`config.mk`:
```
export PLATFORM = sky130hd
export DESIGN_NAME = spdif_tx_encoder
export DESIGN_NICKNAME = d
export VERILOG_FILES = /design/src/rtl/spdif_tx_encoder.sv
export SDC_FILE = /design/constraint.sdc
export NUM_CORES = 1
export LEC_CHECK = 0
export ABC_AREA = 1
export ABC_CLOCK_PERIOD_IN_PS = 5500
export BUFFER_PORTS_ARGS = -buffer_cell sky130_fd_sc_hd__buf_2
export CORE_MARGIN = 10
export CORE_UTILIZATION = 29
export CTS_BUF_LIST = sky130_fd_sc_hd__clkbuf_4 sky130_fd_sc_hd__clkbuf_8 sky130_fd_sc_hd__clkbuf_16
export CTS_CLUSTER_SIZE = 25
export DETAILED_ROUTE_END_ITERATION = 6
export MAX_ROUTING_LAYER = met4
export PLACE_DENSITY = 0.56
export SYNTH_ARGS = -nofsm -noshare
export SYNTH_HDL_FRONTEND = slang
export SYNTH_SLANG_ARGS = --single-unit
```
`constraint.sdc`:
```
create_clock -name clk -period 5.5 [get_ports clk]
set_input_delay 1.1 -clock clk [delete_from_list [all_inputs] [get_ports clk]]
set_output_delay 1.1 -clock clk [all_outputs]
set_load 0.01 [all_outputs]
```
`src/rtl/spdif_tx_encoder.sv`:
```
module spdif_tx_encoder #(
  parameter int SW = 24
) (
  input  logic          clk,
  input  logic          rst_out_n,
  input  logic          rst_in_n,
  input  logic          en,
  input  logic [SW-1:0] smp_a,
  input  logic [SW-1:0] smp_b,
  input  logic          smp_v,
  input  logic          smp_u,
  input  logic          smp_c,
  input  logic          smp_valid,
  output logic          smp_ready,
  input  logic          mono,
  input  logic          msb_first,
  input  logic          v_sel,
  input  logic          v_man,
  input  logic          u_sel,
  input  logic          u_man,
  input  logic          c_sel,
  input  logic [191:0]  cs_a,
  input  logic [191:0]  cs_b,
  output logic          sdo
);
  localparam int FRAMES = 192;
  localparam int FW     = $clog2(FRAMES);
  localparam int AW     = 24;
  localparam int PAD    = AW - SW;

  logic          full;
  logic [SW-1:0] h_a, h_b, c_a, c_b;
  logic [2:0]    h_f, c_f;
  logic [6:0]    pos;
  logic [FW-1:0] frame;
  logic          base;

  wire       sub  = pos[6];
  wire [4:0] slot = pos[5:1];
  wire       half = pos[0];
  wire [2:0] ci   = pos[2:0];
  wire       pre  = (pos[5:3] == 3'd0);
  wire       take = rst_out_n && en && (pos == 7'd0);

  assign smp_ready = rst_in_n && !full;

  always_ff @(posedge clk or negedge rst_in_n) begin
    if (!rst_in_n) begin
      full <= 1'b0;
      h_a  <= '0;
      h_b  <= '0;
      h_f  <= '0;
    end else if (smp_valid && !full) begin
      full <= 1'b1;
      h_a  <= smp_a;
      h_b  <= smp_b;
      h_f  <= {smp_v, smp_u, smp_c};
    end else if (take && full) begin
      full <= 1'b0;
    end
  end

  logic [SW-1:0] smp;
  logic [AW-1:0] aligned, field;
  logic          vb, ub, cb, par, bitv, base_w, pre_bit, nxt;
  logic [26:0]   body;
  logic [31:0]   word;
  logic [7:0]    pat;

  assign smp     = sub ? c_b : c_a;
  assign aligned = AW'(smp) << PAD;

  always_comb
    for (int i = 0; i < AW; i++)
      field[i] = msb_first ? aligned[AW-1-i] : aligned[i];

  assign vb   = v_sel ? c_f[2] : v_man;
  assign ub   = u_sel ? c_f[1] : u_man;
  assign cb   = c_sel ? c_f[0] : (sub ? cs_b[frame] : cs_a[frame]);
  assign body = {cb, ub, vb, field};
  assign par  = ^body;
  assign word = {par, body, 4'b0000};
  assign bitv = word[slot];

  assign pat     = sub ? 8'b11100100 : ((frame == '0) ? 8'b11101000 : 8'b11100010);
  assign base_w  = (ci == 3'd0) ? sdo : base;
  assign pre_bit = pat[3'd7 - ci] ^ base_w;
  assign nxt     = pre ? pre_bit : (half ? (sdo ^ bitv) : ~sdo);

  always_ff @(posedge clk or negedge rst_out_n) begin
    if (!rst_out_n) begin
      sdo   <= 1'b0;
      pos   <= '0;
      frame <= '0;
      base  <= 1'b0;
      c_a   <= '0;
      c_b   <= '0;
      c_f   <= '0;
    end else if (!en) begin
      sdo   <= 1'b0;
      pos   <= '0;
      frame <= '0;
    end else begin
      sdo <= nxt;
      pos <= pos + 7'd1;
      if (pre) base <= base_w;
      if (pos == 7'd127)
        frame <= (frame == FW'(FRAMES - 1)) ? '0 : frame + 1'b1;
      if (pos == 7'd0) begin
        c_a <= full ? h_a : '0;
        c_b <= full ? (mono ? h_a : h_b) : '0;
        c_f <= full ? h_f : 3'b000;
      end
    end
  end
endmodule

```
==> flow_summary_export.csv, run 1 <==
group,metric,value,unit
clocking,clk_root_buffer_cell,"sky130_fd_sc_hd__clkbuf_16",
setup_path,cpLargestDelayFamily,"simple AND/OR/NAND/NOR gates",
run_status,outcome,"finished clean",
sta,setup_repair_after_global_routing_missed_its_margin,"false",
detailed_routing,ant_nets,0,
setup_path,slowest_delay,660,ps
setup_path,cp_slowest_cell,"sky130_fd_sc_hd__dfrtp_4",
setup_path,path_common_cell,"sky130_fd_sc_hd__nand2_1",
setup_path,critical_path.reg2reg.endpoint,"sdo$_DFF_PN0_",
sta,drv_slew,0,
clocking,post_cts.resized_instances,0,
logic_synthesis,post_synth_inst_count,2009,
min_path,hold_path.startpoint,"c_b[23]$_DFFE_PN0P_",
logic_synthesis,synth_area_per_cell,5.62,um2
logic_synthesis,yosys.cell_types.count,32,
clocking,cts_post_setup_buffers_inserted,0,
grt,globalRoute.totalOverflow,0,
power_and_ir_drop,powerDensity,302,nW/um2
logic_synthesis,synth_nets,2460,
sta,setup_tns,0,ps
detailed_routing,detail_route.wirelength,52400,um
final_layout,area_growth,27.0,%
die,core,38600,um2
sta,max_slew_margin,28.6,%
setup_path,cp-startpoint,"frame[1]$_DFFE_PN0P_",
power_and_ir_drop,power.switching,1.69,mW
logic_synthesis,yosysWarningCount,0,
setup_path,end_kind,"flip-flop",
setup_path,worst-path-buf-inv,3,
final_layout,nets,2826,
setup_path,path_max_fanout,41,
grt,grt_first_pass_wirelength,80500,um
grt,first_global_vias,13700,
detailed_routing,drt-wirelength-per-cell,18.0,um
detailed_routing,via_per_inst,4.78,
setup_path,worstRegToRegCells,27,
die,io-pin-count,449,
detailed_routing,drc,0,
logic_synthesis,synth-seq-cells,120,
sta,share_of_the_cycle_needed_by_the_critical_path_after_routing,67.5,%
setup_path,cp.required,5820,ps
final_layout,final_cells,2909,
clocking,worstSkewPairLatency,430,ps
power_and_ir_drop,leakage,8.31,nW
setup_path,startpoint_type,"flip-flop",
final_layout,final.fill_count,4400,
final_layout,fraction_of_layout_cells_with_a_size_suffix_above_1,24.0,%
clocking,clkSinkCount,120,
placed_design,port_buffers,448,
placed_design,numPlacedInstances,2874,
logic_synthesis,synth_sequential_area_ratio,26.6,%
die,chipWidth,217,um
grt,antenna_found_initial,3,
die,vertical_die_dimension,217,um
placed_design,global_placement_routability_congestion,0.947,
detailed_routing,drtPass1Iterations,7,
clocking,tritoncts,"built",
grt,grt_start_max_net_pins,195,
power_and_ir_drop,worst_ir_drop_vdd,296,uV
clocking,cts_hold_buffers,0,
sta,hold_viol,0,
power_and_ir_drop,clock_power_share,26.9,%
placed_design,dp.final_hpwl,42200,um
power_and_ir_drop,combinationalPowerShare,38.7,%
grt,groute.usage.overall,22.0,%
die,row_count,72,
sta,skew,9.85,ps
min_path,hold_path_end,"c_b[23]$_DFFE_PN0P_",
job,max_cap_violations,0,
detailed_routing,first_iter_violations,1151,
logic_synthesis,synth.cell_area,11300,um2
die,start_util,29.3,%
power_and_ir_drop,internal_power,2.64,mW
detailed_routing,detailroute.via_count,13900,
sta,finalSetupViolations,0,
setup_path,worst_ep_arrival_time,4030,ps
clocking,h-tree-depth,4,
clocking,tritoncts.num_buffers,17,
clocking,clock_tree.buffer_depth,2,
min_path,min_path_type,"flip-flop to flip-flop",
setup_path,r2r-start,"frame[1]$_DFFE_PN0P_",
sta,timing_worst_slew_pin_value,1070,ps
clocking,clkSlewWorstSetupHoldPaths,70,ps
die,die_area,47200,um2
setup_path,timing.setup.critical_path_class,"flip-flop to flip-flop",
setup_path,rrSetupSlack,1790,ps
power_and_ir_drop,seqPwrFrac,34.5,%
min_path,whs_path_depth,2,
sta,clock.fmax,269,MHz
sta,period_minus_slack,3710,ps
power_and_ir_drop,switching_share,39.0,%
==> worst min-delay path, cell delays in order, from the launching register on <==
cell and delay [ps]:
sky130_fd_sc_hd__dfrtp_1 340, sky130_fd_sc_hd__nand2_1 60, sky130_fd_sc_hd__nand2_1 50
==> cell families (layout without fill, tap and decap cells) <==
| kind of cell | count (synthesis) | in the layout | synth area share, % |
|---|---|---|---|
| AO/OA/AOI/OAI | 178 | 178 | 8.49 |
| adder cells (fa/ha/maj) | 4 | 4 | 0.443 |
| XOR/XNOR | 3 | 3 | 0.233 |
| buffers and inverters | 332 | 711 | 12.8 |
| flip-flops | 120 | 120 | 26.6 |
| multiplexers | 44 | 44 | 4.39 |
| other | 0 | 3 | 0 |
| AND/OR/NAND/NOR | 1328 | 1328 | 47.0 |
==> synth_stat cells <==
master	count	area [um2]
sky130_fd_sc_hd__nand2_1	912	3420
sky130_fd_sc_hd__nand3_1	218	1090
sky130_fd_sc_hd__inv_1	195	732
sky130_fd_sc_hd__nor2_1	177	664
sky130_fd_sc_hd__dfrtp_1	120	3000
sky130_fd_sc_hd__o21ai_0	95	475
sky130_fd_sc_hd__buf_2	47	235
sky130_fd_sc_hd__mux2_2	44	495
sky130_fd_sc_hd__clkbuf_1	36	135
sky130_fd_sc_hd__a21oi_1	27	135
sky130_fd_sc_hd__o21ai_1	20	100
sky130_fd_sc_hd__a31oi_1	17	106
sky130_fd_sc_hd__buf_6	15	169
sky130_fd_sc_hd__buf_1	14	52.6
sky130_fd_sc_hd__inv_2	11	41.3
sky130_fd_sc_hd__o22ai_1	10	62.6
sky130_fd_sc_hd__buf_4	7	52.6
sky130_fd_sc_hd__nand2_2	7	43.8
sky130_fd_sc_hd__clkinv_1	6	22.5
sky130_fd_sc_hd__nor3_1	5	25.0
sky130_fd_sc_hd__ha_1	4	50.1
sky130_fd_sc_hd__nor2_2	4	25.0
sky130_fd_sc_hd__nand4_1	3	18.8
sky130_fd_sc_hd__o21ai_2	3	26.3
sky130_fd_sc_hd__a221oi_1	2	17.5
sky130_fd_sc_hd__nor3b_1	2	15.0
sky130_fd_sc_hd__o221ai_1	2	17.5
sky130_fd_sc_hd__xnor2_1	2	17.5
sky130_fd_sc_hd__a311o_1	1	10.0
sky130_fd_sc_hd__inv_4	1	6.26
sky130_fd_sc_hd__o211ai_1	1	7.51
sky130_fd_sc_hd__xor2_1	1	8.76
==> cell usage in the layout (no fill, tap or decap), types with 5 or more instances in the layout <==
cell type,instances
sky130_fd_sc_hd__mux2_2,44
sky130_fd_sc_hd__buf_4,16
sky130_fd_sc_hd__inv_1,195
sky130_fd_sc_hd__nand2_1,911
sky130_fd_sc_hd__o21ai_1,20
sky130_fd_sc_hd__nand2_2,8
sky130_fd_sc_hd__nor2_1,177
sky130_fd_sc_hd__a31oi_1,17
sky130_fd_sc_hd__inv_2,11
sky130_fd_sc_hd__clkinv_1,6
sky130_fd_sc_hd__clkbuf_16,17
sky130_fd_sc_hd__dfrtp_1,118
sky130_fd_sc_hd__a21oi_1,27
sky130_fd_sc_hd__buf_2,447
sky130_fd_sc_hd__nand3_1,218
sky130_fd_sc_hd__inv_6,5
sky130_fd_sc_hd__o21ai_0,95
sky130_fd_sc_hd__o22ai_1,10
==> power by group through the flow <==
stage	clock, mW	sequential (mW)	combinational, mW
after floorplan	0	1.41	1.21
after global placement	0	1.49	1.64
after detailed placement	0	1.51	1.67
after CTS	1.19	1.49	1.67
after global routing	1.23	1.54	1.92
final	1.16	1.49	1.67
==> per-layer routing <==
metal	vias to the layer above	GRT usage, %	wire length (um)
li1	6985	-	-
met1	6474	27.0	23100
met2	406	37.5	25700
met3	33	3.48	2880
met4	0	4.57	769
met5	-	-	0
==> through the flow <==
step                hold WS (ps)  setup slack [ps]  utilization (%)  cell area (um2)  power [mW]
CTS                          473              1780             37.2            14300        4.35
detailed placement           459              1700             35.6            13700        3.17
global route                 501              1250             37.2            14300        4.69
finish                       472              1790             37.2            14300        4.32
global placement             458              1690             35.6            13700        3.13
floorplan                    442              2470                -            11300        2.63
==> final cells by class <==
type	count	area (um2)	area share [%]
multi-input cells	1557	6840	47.7
flip-flops and latches	120	3010	21.0
repair buffers	466	2420	16.9
inverters	213	802	5.60
well taps	518	648	4.52
clock buffers	17	425	2.97
clock inverters	15	179	1.25
diodes	3	7.51	0.0524
==> sequential cells by signal (all words and copies together) (netlist names) <==
name and cells:
base 1, c_a 24, c_f 3, full 1, h_f 3, h_b 24, sdo 1, c_b 24
pos 7, frame 8, h_a 24
==> worst max-delay path by stage <==
stage,depth (start not counted),end,slack (ps)
3_5_place_dp,30,sdo$_DFF_PN0_,1700
2_1_floorplan,30,sdo$_DFF_PN0_,2470
6_report,27,sdo$_DFF_PN0_,1790
4_1_cts,27,sdo$_DFF_PN0_,1780
5_1_grt,26,sdo$_DFF_PN0_,1250
3_3_place_gp,31,sdo$_DFF_PN0_,1690
No activity file was read; power rests on OpenSTA's default activity.
==> inputs of run 2 (changes only) <==
Settings changed: ABC_CLOCK_PERIOD_IN_PS 5500 to 3500.
Clock period 5.5 ns to 3.5 ns, I/O delays scaled along.
==> flow_summary_export.csv, run 2 (same netlist as run 1, synthesis figures left out) <==
group,metric,value,unit
run_status,outcome,"finished clean",
setup_path,end_kind,"flip-flop",
grt,grt_start_max_net_pins,95,
grt,antenna_found_initial,6,
power_and_ir_drop,leakage,8.41,nW
sta,period_minus_slack,3130,ps
sta,share_of_the_cycle_needed_by_the_critical_path_after_routing,89.3,%
placed_design,dp.final_hpwl,43000,um
power_and_ir_drop,finalPower,6.71,mW
sta,setup_repair_after_global_routing_missed_its_margin,"false",
die,start_util,29.3,%
sta,clock.fmax,320,MHz
setup_path,cp_slowest_cell,"sky130_fd_sc_hd__dfrtp_4",
setup_path,path_max_fanout,25,
power_and_ir_drop,powerDensity,461,nW/um2
grt,grt_first_pass_wirelength,81500,um
placed_design,port_buffers,448,
die,core,38600,um2
detailed_routing,detail_route.wirelength,53100,um
clocking,clkSinkCount,120,
setup_path,slowest_delay,520,ps
clocking,worstSkewPairLatency,430,ps
final_layout,layout.cells.most_common_list,"sky130_fd_sc_hd__nand2_1 (911), sky130_fd_sc_hd__buf_2 (447), sky130_fd_sc_hd__nand3_1 (218), sky130_fd_sc_hd__inv_1 (195), sky130_fd_sc_hd__nor2_1 (177)",
setup_path,worstRegToRegCells,30,
detailed_routing,via_per_inst,4.79,
setup_path,timing.setup.critical_path_class,"flip-flop to flip-flop",
die,die_area,47200,um2
clocking,cts_hold_buffers,0,
sta,max_slew_margin,16.6,%
final_layout,fraction_of_layout_cells_with_a_size_suffix_above_1,24.5,%
detailed_routing,detailroute.via_count,14000,
detailed_routing,wirelength_met1,23500,um
final_layout,area_growth,28.9,%
sta,drv_slew,0,
detailed_routing,ant_nets,0,
sta,skew,18.9,ps
detailed_routing,routed.top_layer,"met4",
final_layout,nets,2842,
setup_path,path_common_cell,"sky130_fd_sc_hd__nand2_1",
detailed_routing,drc,0,
die,io-pin-count,449,
final_layout,seqCellArea,3010,um2
detailed_routing,drt-wirelength-per-cell,18.1,um
job,max_cap_violations,0,
clocking,clk_root_buffer_cell,"sky130_fd_sc_hd__clkbuf_16",
detailed_routing,wl_met2,26200,um
sta,timing_worst_slew_pin_value,1250,ps
placed_design,global_placement_routability_congestion,0.975,
final_layout,mostFrequentLayoutCell,"sky130_fd_sc_hd__nand2_1",
grt,first_global_vias,13700,
sta,setup_tns,0,ps
setup_path,worst_ep_arrival_time,3430,ps
die,vertical_die_dimension,217,um
clocking,cts_post_setup_buffers_inserted,0,
clocking,clkSlewWorstSetupHoldPaths,60,ps
clocking,clock_tree.buffer_depth,2,
clocking,tritoncts,"built",
detailed_routing,drtPass1Iterations,5,
die,row_count,72,
min_path,min_path_type,"primary input to asynchronous set/reset pin",
detailed_routing,first_iter_violations,1224,
detailed_routing,met3_wirelength,2650,um
clocking,post_cts.resized_instances,0,
final_layout,multiInputGateArea,6840,um2
clocking,tritoncts.num_buffers,17,
grt,groute.usage.overall,22.4,%
sta,finalSetupViolations,0,
grt,globalRoute.totalOverflow,0,
power_and_ir_drop,worst_ir_drop_vdd,528,uV
sta,hold_viol,0,
setup_path,cp.required,3810,ps
die,chipWidth,217,um
final_layout,final.fill_count,4369,
setup_path,startpoint_type,"flip-flop",
clocking,h-tree-depth,4,
[run 2: cell count changes in the layout (fill, tap and decap cells not counted)]
cell and change:
sky130_fd_sc_hd__buf_12 +7, sky130_fd_sc_hd__clkinv_4 +1, sky130_fd_sc_hd__inv_4 -1, sky130_fd_sc_hd__buf_4 +8, sky130_fd_sc_hd__buf_16 +1, sky130_fd_sc_hd__diode_2 +3
sky130_fd_sc_hd__clkbuf_8 +1, sky130_fd_sc_hd__clkinv_2 +1, sky130_fd_sc_hd__bufinv_16 -1, sky130_fd_sc_hd__inv_8 -3, sky130_fd_sc_hd__inv_6 +2
[run 2: final timing paths]
| kind | start | endpoint | slack [ps] |
|---|---|---|---|
| setup / recovery | frame[0]$_DFFE_PN0P_ | sdo$_DFF_PN0_ | 370 |
| hold / removal | rst_out_n | c_b[8]$_DFFE_PN0P_ | 300 |
| setup reg to reg | frame[0]$_DFFE_PN0P_ | sdo$_DFF_PN0_ | 370 |
| hold reg to reg | c_b[17]$_DFFE_PN0P_ | c_b[17]$_DFFE_PN0P_ | 470 |
| max in group asynchronous | rst_out_n | c_a[0]$_DFFE_PN0P_ | 2400 |
| min in group clk | c_b[17]$_DFFE_PN0P_ | c_b[17]$_DFFE_PN0P_ | 470 |
[run 2: metal layers]
layer / vias to the layer above / GRT usage [%]
met5: - / -
met4: 0 / 4.40
met3: 35 / 3.36
met2: 408 / 38.0
met1: 6588 / 27.9
li1: 6994 / -
[run 2: stage by stage]
step	hold WS, ps	worst slack (ps)	util [%]	std cells	instance area (um2)
after floorplan	404	871	-	2009	11300
after global placement	457	306	36.2	2890	13900
after detailed placement	459	352	36.2	2890	13900
after CTS	306	327	37.7	2922	14500
after global routing	338	8.36	37.7	2927	14500
final	299	373	37.7	2928	14500
[run 2: worst max-delay path, delay by kind of cell (launching register included)]
family	cells	cell delay (ps)
DFF	1	520
buffers and inverters	4	710
and+or+nand+nor	26	1760
[run 2: cell type report]
class / instances / area share [%]
antenna: 6 / 0.103
clock buffer: 18 / 3.02
clock inverter: 14 / 0.946
inverter: 213 / 5.53
multi-input combinational: 1557 / 47.1
sequential: 120 / 20.7
tap: 518 / 4.46
timing repair buffer: 482 / 18.2
[run 2: power breakdown]
group / switching, mW / internal, mW / total [mW]
registers: 0.383 / 1.98 / 2.36
clock network: 0.716 / 1.01 / 1.73
logic: 1.53 / 1.09 / 2.62
total: 2.62 / 4.08 / 6.71
